<file path="config.mk">
export PLATFORM = sky130hd
export DESIGN_NAME = npc_unit
export DESIGN_NICKNAME = d
export VERILOG_FILES = /design/src/rtl/npc_pkg.sv /design/src/rtl/npc_cond_eval.sv /design/src/rtl/npc_class_pick.sv /design/src/rtl/npc_pc_reg.sv /design/src/rtl/npc_unit.sv
export SDC_FILE = /design/constraint.sdc
export NUM_CORES = 1
export LEC_CHECK = 0
export ABC_AREA = 1
export BUFFER_PORTS_ARGS = -buffer_cell sky130_fd_sc_hd__buf_2
export CAP_MARGIN = 25
export CORE_AREA = 8 8 190 192
export CTS_CLUSTER_SIZE = 24
export DETAILED_ROUTE_END_ITERATION = 8
export DIE_AREA = 0 0 198 200
export PLACE_DENSITY = 0.56
export SLEW_MARGIN = 10
export SYNTH_ARGS = -nofsm -noshare
export SYNTH_HDL_FRONTEND = slang
export SYNTH_SLANG_ARGS = --single-unit
export TNS_END_PERCENT = 1
</file>
<file path="constraint.sdc">
create_clock -name clk -period 2.4 [get_ports clk]
set_clock_uncertainty 0.2 [all_clocks]
set_input_delay 0.12 -clock clk [delete_from_list [all_inputs] [get_ports clk]]
set_output_delay 0.12 -clock clk [all_outputs]
set_load 0.01 [all_outputs]
</file>
<file path="src/rtl/npc_pkg.sv">
package npc_pkg;

  localparam logic [3:0] CC_EQ = 4'h0;
  localparam logic [3:0] CC_NE = 4'h1;
  localparam logic [3:0] CC_LT = 4'h4;
  localparam logic [3:0] CC_LE = 4'h5;
  localparam logic [3:0] CC_GT = 4'h6;
  localparam logic [3:0] CC_GE = 4'h7;
  localparam logic [3:0] CC_AB = 4'h8;
  localparam logic [3:0] CC_AE = 4'h9;
  localparam logic [3:0] CC_BL = 4'hA;
  localparam logic [3:0] CC_BE = 4'hB;

  typedef enum logic [2:0] {
    KIND_SEQ  = 3'd0,
    KIND_BR   = 3'd1,
    KIND_JMP  = 3'd2,
    KIND_CALL = 3'd3,
    KIND_RET  = 3'd4,
    KIND_STOP = 3'd5
  } npc_kind_e;

endpackage

</file>
<file path="src/rtl/npc_cond_eval.sv">
module npc_cond_eval
  import npc_pkg::*;
#(
  parameter int XLEN = 64
) (
  input  logic [XLEN-1:0] a,
  input  logic [XLEN-1:0] b,
  input  logic [3:0]      cc,
  output logic            take,
  output logic            rsvd
);

  logic eq, ult, slt;

  assign eq  = (a == b);
  assign ult = (a < b);
  assign slt = ($signed(a) < $signed(b));

  always_comb begin
    take = 1'b0;
    rsvd = 1'b0;
    case (cc)
      CC_EQ:   take = eq;
      CC_NE:   take = !eq;
      CC_LT:   take = slt;
      CC_LE:   take = slt || eq;
      CC_GT:   take = !(slt || eq);
      CC_GE:   take = !slt;
      CC_AB:   take = !(ult || eq);
      CC_AE:   take = !ult;
      CC_BL:   take = ult;
      CC_BE:   take = ult || eq;
      default: rsvd = 1'b1;
    endcase
  end

  // a reserved selector never yields a taken decision
  always_comb begin
    if (rsvd) a_r5_rsvd_not_taken: assert (!take);
  end

endmodule

</file>
<file path="src/rtl/npc_class_pick.sv">
module npc_class_pick
  import npc_pkg::*;
(
  input  logic      op_stop,
  input  logic      op_ret,
  input  logic      op_call,
  input  logic      op_jmp,
  input  logic      op_cbr,
  output npc_kind_e kind
);

  always_comb begin
    if (op_stop)      kind = KIND_STOP;
    else if (op_ret)  kind = KIND_RET;
    else if (op_call) kind = KIND_CALL;
    else if (op_jmp)  kind = KIND_JMP;
    else if (op_cbr)  kind = KIND_BR;
    else              kind = KIND_SEQ;
  end

  // the stop strobe always wins
  always_comb begin
    if (op_stop) a_r10_stop_first: assert (kind == KIND_STOP);
  end

endmodule

</file>
<file path="src/rtl/npc_pc_reg.sv">
module npc_pc_reg #(
  parameter int               XLEN     = 64,
  parameter logic [XLEN-1:0]  RESET_PC = '0
) (
  input  logic            clk,
  input  logic            rst_n,
  input  logic            en,
  input  logic [XLEN-1:0] d,
  output logic [XLEN-1:0] q
);

  logic [XLEN-1:0] q_nxt;

  always_comb begin
    q_nxt = q;
    if (en) q_nxt = d;
  end

  always_ff @(posedge clk or negedge rst_n) begin
    if (!rst_n) q <= RESET_PC;
    else        q <= q_nxt;
  end

  // load on enable, hold otherwise
  a_r11_load: assert property (@(posedge clk) disable iff (!rst_n)
    en |=> (q == $past(d)));
  a_r11_hold: assert property (@(posedge clk) disable iff (!rst_n)
    !en |=> $stable(q));

endmodule

</file>
<file path="src/rtl/npc_unit.sv">
module npc_unit
  import npc_pkg::*;
#(
  parameter int                XLEN     = 64,
  parameter int                TGT_W    = 32,
  parameter int                LEN_W    = 4,
  parameter bit                PC_REG   = 1'b1,
  parameter logic [XLEN-1:0]   RESET_PC = 64'h0000_0000_0000_1000
) (
  input  logic              clk,
  input  logic              rst_n,
  input  logic              step_en,
  input  logic [XLEN-1:0]   pc_cur,
  input  logic [LEN_W-1:0]  ins_len,
  input  logic              op_stop,
  input  logic              op_ret,
  input  logic              op_call,
  input  logic              op_jmp,
  input  logic              op_cbr,
  input  logic [3:0]        cond,
  input  logic [XLEN-1:0]   opnd_a,
  input  logic [XLEN-1:0]   opnd_b,
  input  logic [TGT_W-1:0]  br_target,
  input  logic [XLEN-1:0]   ret_addr,
  output logic [XLEN-1:0]   next_pc,
  output logic              halt,
  output logic              redirect,
  output logic              illegal_cc,
  output logic              link_we,
  output logic [XLEN-1:0]   link_data,
  output logic [XLEN-1:0]   pc_q
);

  localparam int SIGN_BIT = XLEN - 1;

  npc_kind_e       kind;
  logic            br_take, br_rsvd;
  logic [XLEN-1:0] seq_pc, tgt_pc;
  logic            ret_bad;

  npc_class_pick u_pick (
    .op_stop (op_stop),
    .op_ret  (op_ret),
    .op_call (op_call),
    .op_jmp  (op_jmp),
    .op_cbr  (op_cbr),
    .kind    (kind)
  );

  npc_cond_eval #(.XLEN(XLEN)) u_cmp (
    .a    (opnd_a),
    .b    (opnd_b),
    .cc   (cond),
    .take (br_take),
    .rsvd (br_rsvd)
  );

  assign seq_pc  = pc_cur + XLEN'(ins_len);
  assign tgt_pc  = XLEN'(br_target);
  assign ret_bad = (ret_addr == '0) || ret_addr[SIGN_BIT];

  always_comb begin
    next_pc    = seq_pc;
    halt       = 1'b0;
    redirect   = 1'b0;
    illegal_cc = 1'b0;
    link_we    = 1'b0;
    case (kind)
      KIND_STOP: begin
        halt    = 1'b1;
        next_pc = pc_cur;
      end
      KIND_RET: begin
        if (ret_bad) begin
          halt    = 1'b1;
          next_pc = pc_cur;
        end else begin
          redirect = 1'b1;
          next_pc  = ret_addr;
        end
      end
      KIND_CALL: begin
        link_we  = 1'b1;
        redirect = 1'b1;
        next_pc  = tgt_pc;
      end
      KIND_JMP: begin
        redirect = 1'b1;
        next_pc  = tgt_pc;
      end
      KIND_BR: begin
        illegal_cc = br_rsvd;
        if (br_take) begin
          redirect = 1'b1;
          next_pc  = tgt_pc;
        end
      end
      default: next_pc = seq_pc;
    endcase
  end

  assign link_data = seq_pc;

  generate
    if (PC_REG) begin : g_pc_reg
      npc_pc_reg #(.XLEN(XLEN), .RESET_PC(RESET_PC)) u_pc (
        .clk   (clk),
        .rst_n (rst_n),
        .en    (step_en),
        .d     (next_pc),
        .q     (pc_q)
      );
    end else begin : g_pc_comb
      assign pc_q = next_pc;
    end
  endgenerate

  // a halting cycle keeps the current address and never redirects
  a_r9_halt_holds: assert property (@(posedge clk) disable iff (!rst_n)
    halt |-> (next_pc == pc_cur) && !redirect);

  // the link strobe goes with a jump to the target and no halt
  a_r7_call_links: assert property (@(posedge clk) disable iff (!rst_n)
    link_we |-> (next_pc == XLEN'(br_target)) && !halt && op_call);

  // a good return follows the register value
  a_r8_ret_follow: assert property (@(posedge clk) disable iff (!rst_n)
    (op_ret && !op_stop && (ret_addr != '0) && !ret_addr[SIGN_BIT])
      |-> (next_pc == ret_addr) && !halt);

  // the illegal flag only appears on a branch that falls through
  a_r5_flag_on_branch: assert property (@(posedge clk) disable iff (!rst_n)
    illegal_cc |-> op_cbr && !redirect && (next_pc == pc_cur + XLEN'(ins_len)));

  // stop suppresses every other effect
  a_r10_stop_wins: assert property (@(posedge clk) disable iff (!rst_n)
    op_stop |-> halt && !link_we && !illegal_cc);

endmodule

</file>
==> flow_summary.json <==
{
  "status": "finished with violations",
  "violations": "negative hold slack, negative setup slack",
  "drt-total-wl_mm": 56.0,
  "total_power_w": 0.00607,
  "worst_pin_slew_ns": 0.572,
  "p_int_w": 0.00359,
  "cts_sinks": 64,
  "netlist.area_leader.share": 0.175,
  "syn_area_um2": 9010,
  "maxCapViolCount": 0,
  "ios": 500,
  "regArea_um2": 1600,
  "multi_input_area_um2": 7290,
  "synth.area.top_cells": "dfrtp_1 (17%), nand2_1 (16%), inv_1 (14%), ha_1 (9.4%), nand3_1 (7.6%)",
  "p_leak_nw": 8.99,
  "layout.nets": 2679,
  "coreArea_um2": 33100,
  "drc_errors": 0,
  "timing.final.ws_setup_ns": -0.467,
  "whs_ns": -0.0265,
  "avgSynthCellArea_um2": 5.88,
  "hpwlAfterDp_mm": 44.6,
  "start_kind": "primary input",
  "drive_gt1_frac": 0.457,
  "ir_drop_v": 0.000340,
  "drt_iter0_markers": 777,
  "synth_top_area_cell": "dfrtp_1",
  "path_common_cell": "nand3_2",
  "routabilityCongestion": 0.961,
  "initial_core_util": 0.272,
  "grt_pass1_wl_mm": 81.5,
  "overflow": 0,
  "synthCells": 1534,
  "p_sw_w": 0.00247,
  "drtPass1Iterations": 7,
  "timing.fmax_mhz": 349,
  "die_w_um": 198,
  "reg_top3": "g_pc_reg.u_pc.q x64",
  "top_register": "g_pc_reg.u_pc.q",
  "row_count": 67,
  "setup_viol": 106,
  "synth_edf_count": 0,
  "path_max_fanout": 7,
  "root_buffer": "clkbuf_16",
  "hp-class": "primary input to flip-flop",
  "antenna_found_initial": 5,
  "cp_data_required_time_ns": 2.08,
  "endpoint_kind": "output pin",
  "slew_headroom": 0.619,
  "cp_cell_sequence": "buf_2, ha_4, nand2_4, nor2_4, nand4_1, nor2_2, nand3_2, nor2_4, nand3_2, o21ai_2, nand3_2, buf_6, inv_4, nand3_4, buf_12, buf_8, nand2_4, nand3_2, a21boi_1, buf_2",
  "die_area_um2": 39600,
  "yosys_warnings": 0,
  "cp_data_arrival_time_ns": 2.55,
  "worstSetupPathType": "primary input to output pin",
  "cts_buffer_depth": 2,
  "cts_buffers": 9,
  "share_seq_of_total_power": 0.213,
  "swShare": 0.408,
  "clk_pin_slew_worst_paths_ns": 0.08,
  "fin_crit_ns": 2.87,
  "n_fill_cell": 3448,
  "cpMaxStageDelayCell": "ha_4",
  "ys_seq_area_frac": 0.178,
  "rsz0062_at_grt": "true",
  "h-tree-depth": 3,
  "die_h_um": 200,
  "cpPeakStageDelay_ns": 0.27,
  "wl_per_cell_um": 20.3,
  "vias": 13500,
  "fin_area_um2": 16500,
  "groute.usage.overall": 0.270,
  "clkLatencyLatePin_ns": 0.36,
  "area_growth_syn_to_layout_pct": 83.1,
  "grt_max_degree": 66,
  "viasPerCell": 4.91,
  "synth_ff_type": "dfrtp_1",
  "synth_seq_cells": 64,
  "powerDensity_nw_per_um2": 368,
  "first_global_vias": 13800,
  "hold_viol": 3,
  "synth_cell_type_count": 46,
  "syn_nets": 1907,
  "io_buffer_count": 499,
  "largest_register_ffs": 64,
  "p_comb_frac": 0.526,
  "cts_tree": "yes",
  "timing.final.crit_share": 1.19,
  "ant_nets": 0,
  "dpl_cell_area_um2": 14000,
  "drv_slew": 0,
  "pwr-share-clk": 0.261,
  "synthArstFlopShare": 1.00
}
==> critical path, delay by kind of cell <==
family | cells | cell delay (ns)
AOI/OAI and AO/OA | 2 | 0.24
adders and majority gates | 1 | 0.27
buffers and inverters | 6 | 0.76
and+or+nand+nor | 11 | 1.14
==> cell usage in the layout, fill, tap and decap left out, types with 6 or more instances in the layout <==
master,synthesis,final
a211oi_1,13,13
a21oi_1,51,36
a21oi_2,1,13
a31oi_1,31,29
buf_12,0,15
buf_2,9,465
buf_4,5,250
buf_6,0,33
clkbuf_16,0,9
dfrtp_1,63,63
dlygate4sd3_1,0,40
ha_1,68,42
ha_4,0,26
inv_1,325,305
inv_2,1,17
nand2_1,387,335
nand2_2,6,48
nand2_4,1,11
nand3_1,136,93
nand3_2,1,39
nand4_1,45,45
nor2_1,125,100
nor2_2,2,16
nor2_4,3,14
nor3_1,34,26
nor3_2,0,6
nor4_1,24,18
o21ai_0,26,21
o221ai_1,16,16
o22ai_1,27,27
or2_2,12,12
xor2_1,52,28
xor2_2,2,24
==> final cells by class <==
cell class	count	area share
antenna	3	0.000455
clock buffer	10	0.0145
clock inverter	6	0.00546
inverter	327	0.0750
multi-input combinational	1092	0.442
sequential	64	0.0971
tap	448	0.0340
timing repair buffer	812	0.332
==> logic make-up (layout without fill, tap and decap cells) <==
family	after synthesis	in the layout	share of synthesized area
xor+xnor	55	55	0.0551
simple gates	782	782	0.381
flops	64	64	0.178
fa+ha+maj	69	69	0.0966
other cells	0	3	0
compound gates	186	186	0.129
buf+inv	378	1155	0.161
==> path summary, 6_finish.rpt <==
check	startpoint	to	slack, ns	depth (start not counted)
setup / recovery	opnd_a[55]	next_pc[23]	-0.47	20
hold / removal	br_target[3]	g_pc_reg.u_pc.q[3]$_DFFE_PN0P_	-0.03	5
setup reg to reg	g_pc_reg.u_pc.q[39]$_DFFE_PN0P_	g_pc_reg.u_pc.q[39]$_DFFE_PN0P_	1.43	2
hold reg to reg	g_pc_reg.u_pc.q[31]$_DFFE_PN0P_	g_pc_reg.u_pc.q[31]$_DFFE_PN0P_	0.27	2
max in group asynchronous	rst_n	g_pc_reg.u_pc.q[44]$_DFFE_PN0P_	1.27	3
min in group asynchronous	rst_n	g_pc_reg.u_pc.q[61]$_DFFE_PN0P_	0.10	2
==> through the flow <==
step / setup TNS, ns / setup slack (ns) / cells / util
after CTS: -33.11 / -0.469 / 2755 / 0.482
after floorplan: -2.32 / -0.112 / 1534 / -
final: -30.37 / -0.467 / 2762 / 0.498
after global placement: -72.48 / -0.683 / 2682 / 0.422
after global routing: -53.89 / -0.642 / 2761 / 0.498
after detailed placement: -83.15 / -0.724 / 2682 / 0.422
==> layer usage <==
layer  wire length (um)  up-vias  GRT usage
met1              22800     6344      0.323
li1                   -     6497          -
met3               4000      101     0.0540
met2              27300      602      0.476
met5                 27        -          0
met4               1880        4     0.0954
==> what timing repair did <==
| item | CTS | global route |
|---|---|---|
| setup buffers | 10 | 7 |
| hold buffers | 40 | 0 |
| resized for setup | 210 | 121 |
| pin swaps | 79 | 53 |
| setup endpoints to repair | 174 | 175 |
| endpoints found under the hold margin | 74 | 0 |
| gates cloned | 7 | 0 |
==> power groups by stage <==
stage / combinational (W) / clock, W / sequential (W)
final: 0.00319 / 0.00158 / 0.00129
after global routing: 0.00345 / 0.00166 / 0.00131
after CTS: 0.00307 / 0.00162 / 0.00129
after detailed placement: 0.00259 / 0 / 0.00131
after global placement: 0.00258 / 0 / 0.00130
after floorplan: 0.00109 / 0 / 0.00136
==> synth_stat cells (6+ instances only) <==
master and number:
xor2_1 52, nand4_1 45, a21boi_0 9, or2_2 12, inv_1 325, nor3_1 34, nand3_1 136, clkbuf_1 32
o22ai_1 27, nand2_2 6, nor2_1 125, a21oi_1 51, o221ai_1 16, buf_2 9, o21ai_0 26, nor4_1 24
ha_1 68, dfrtp_1 63, a211oi_1 13, a31oi_1 31, nand2_1 387
Note: power is estimated with default switching activity, not from simulation.
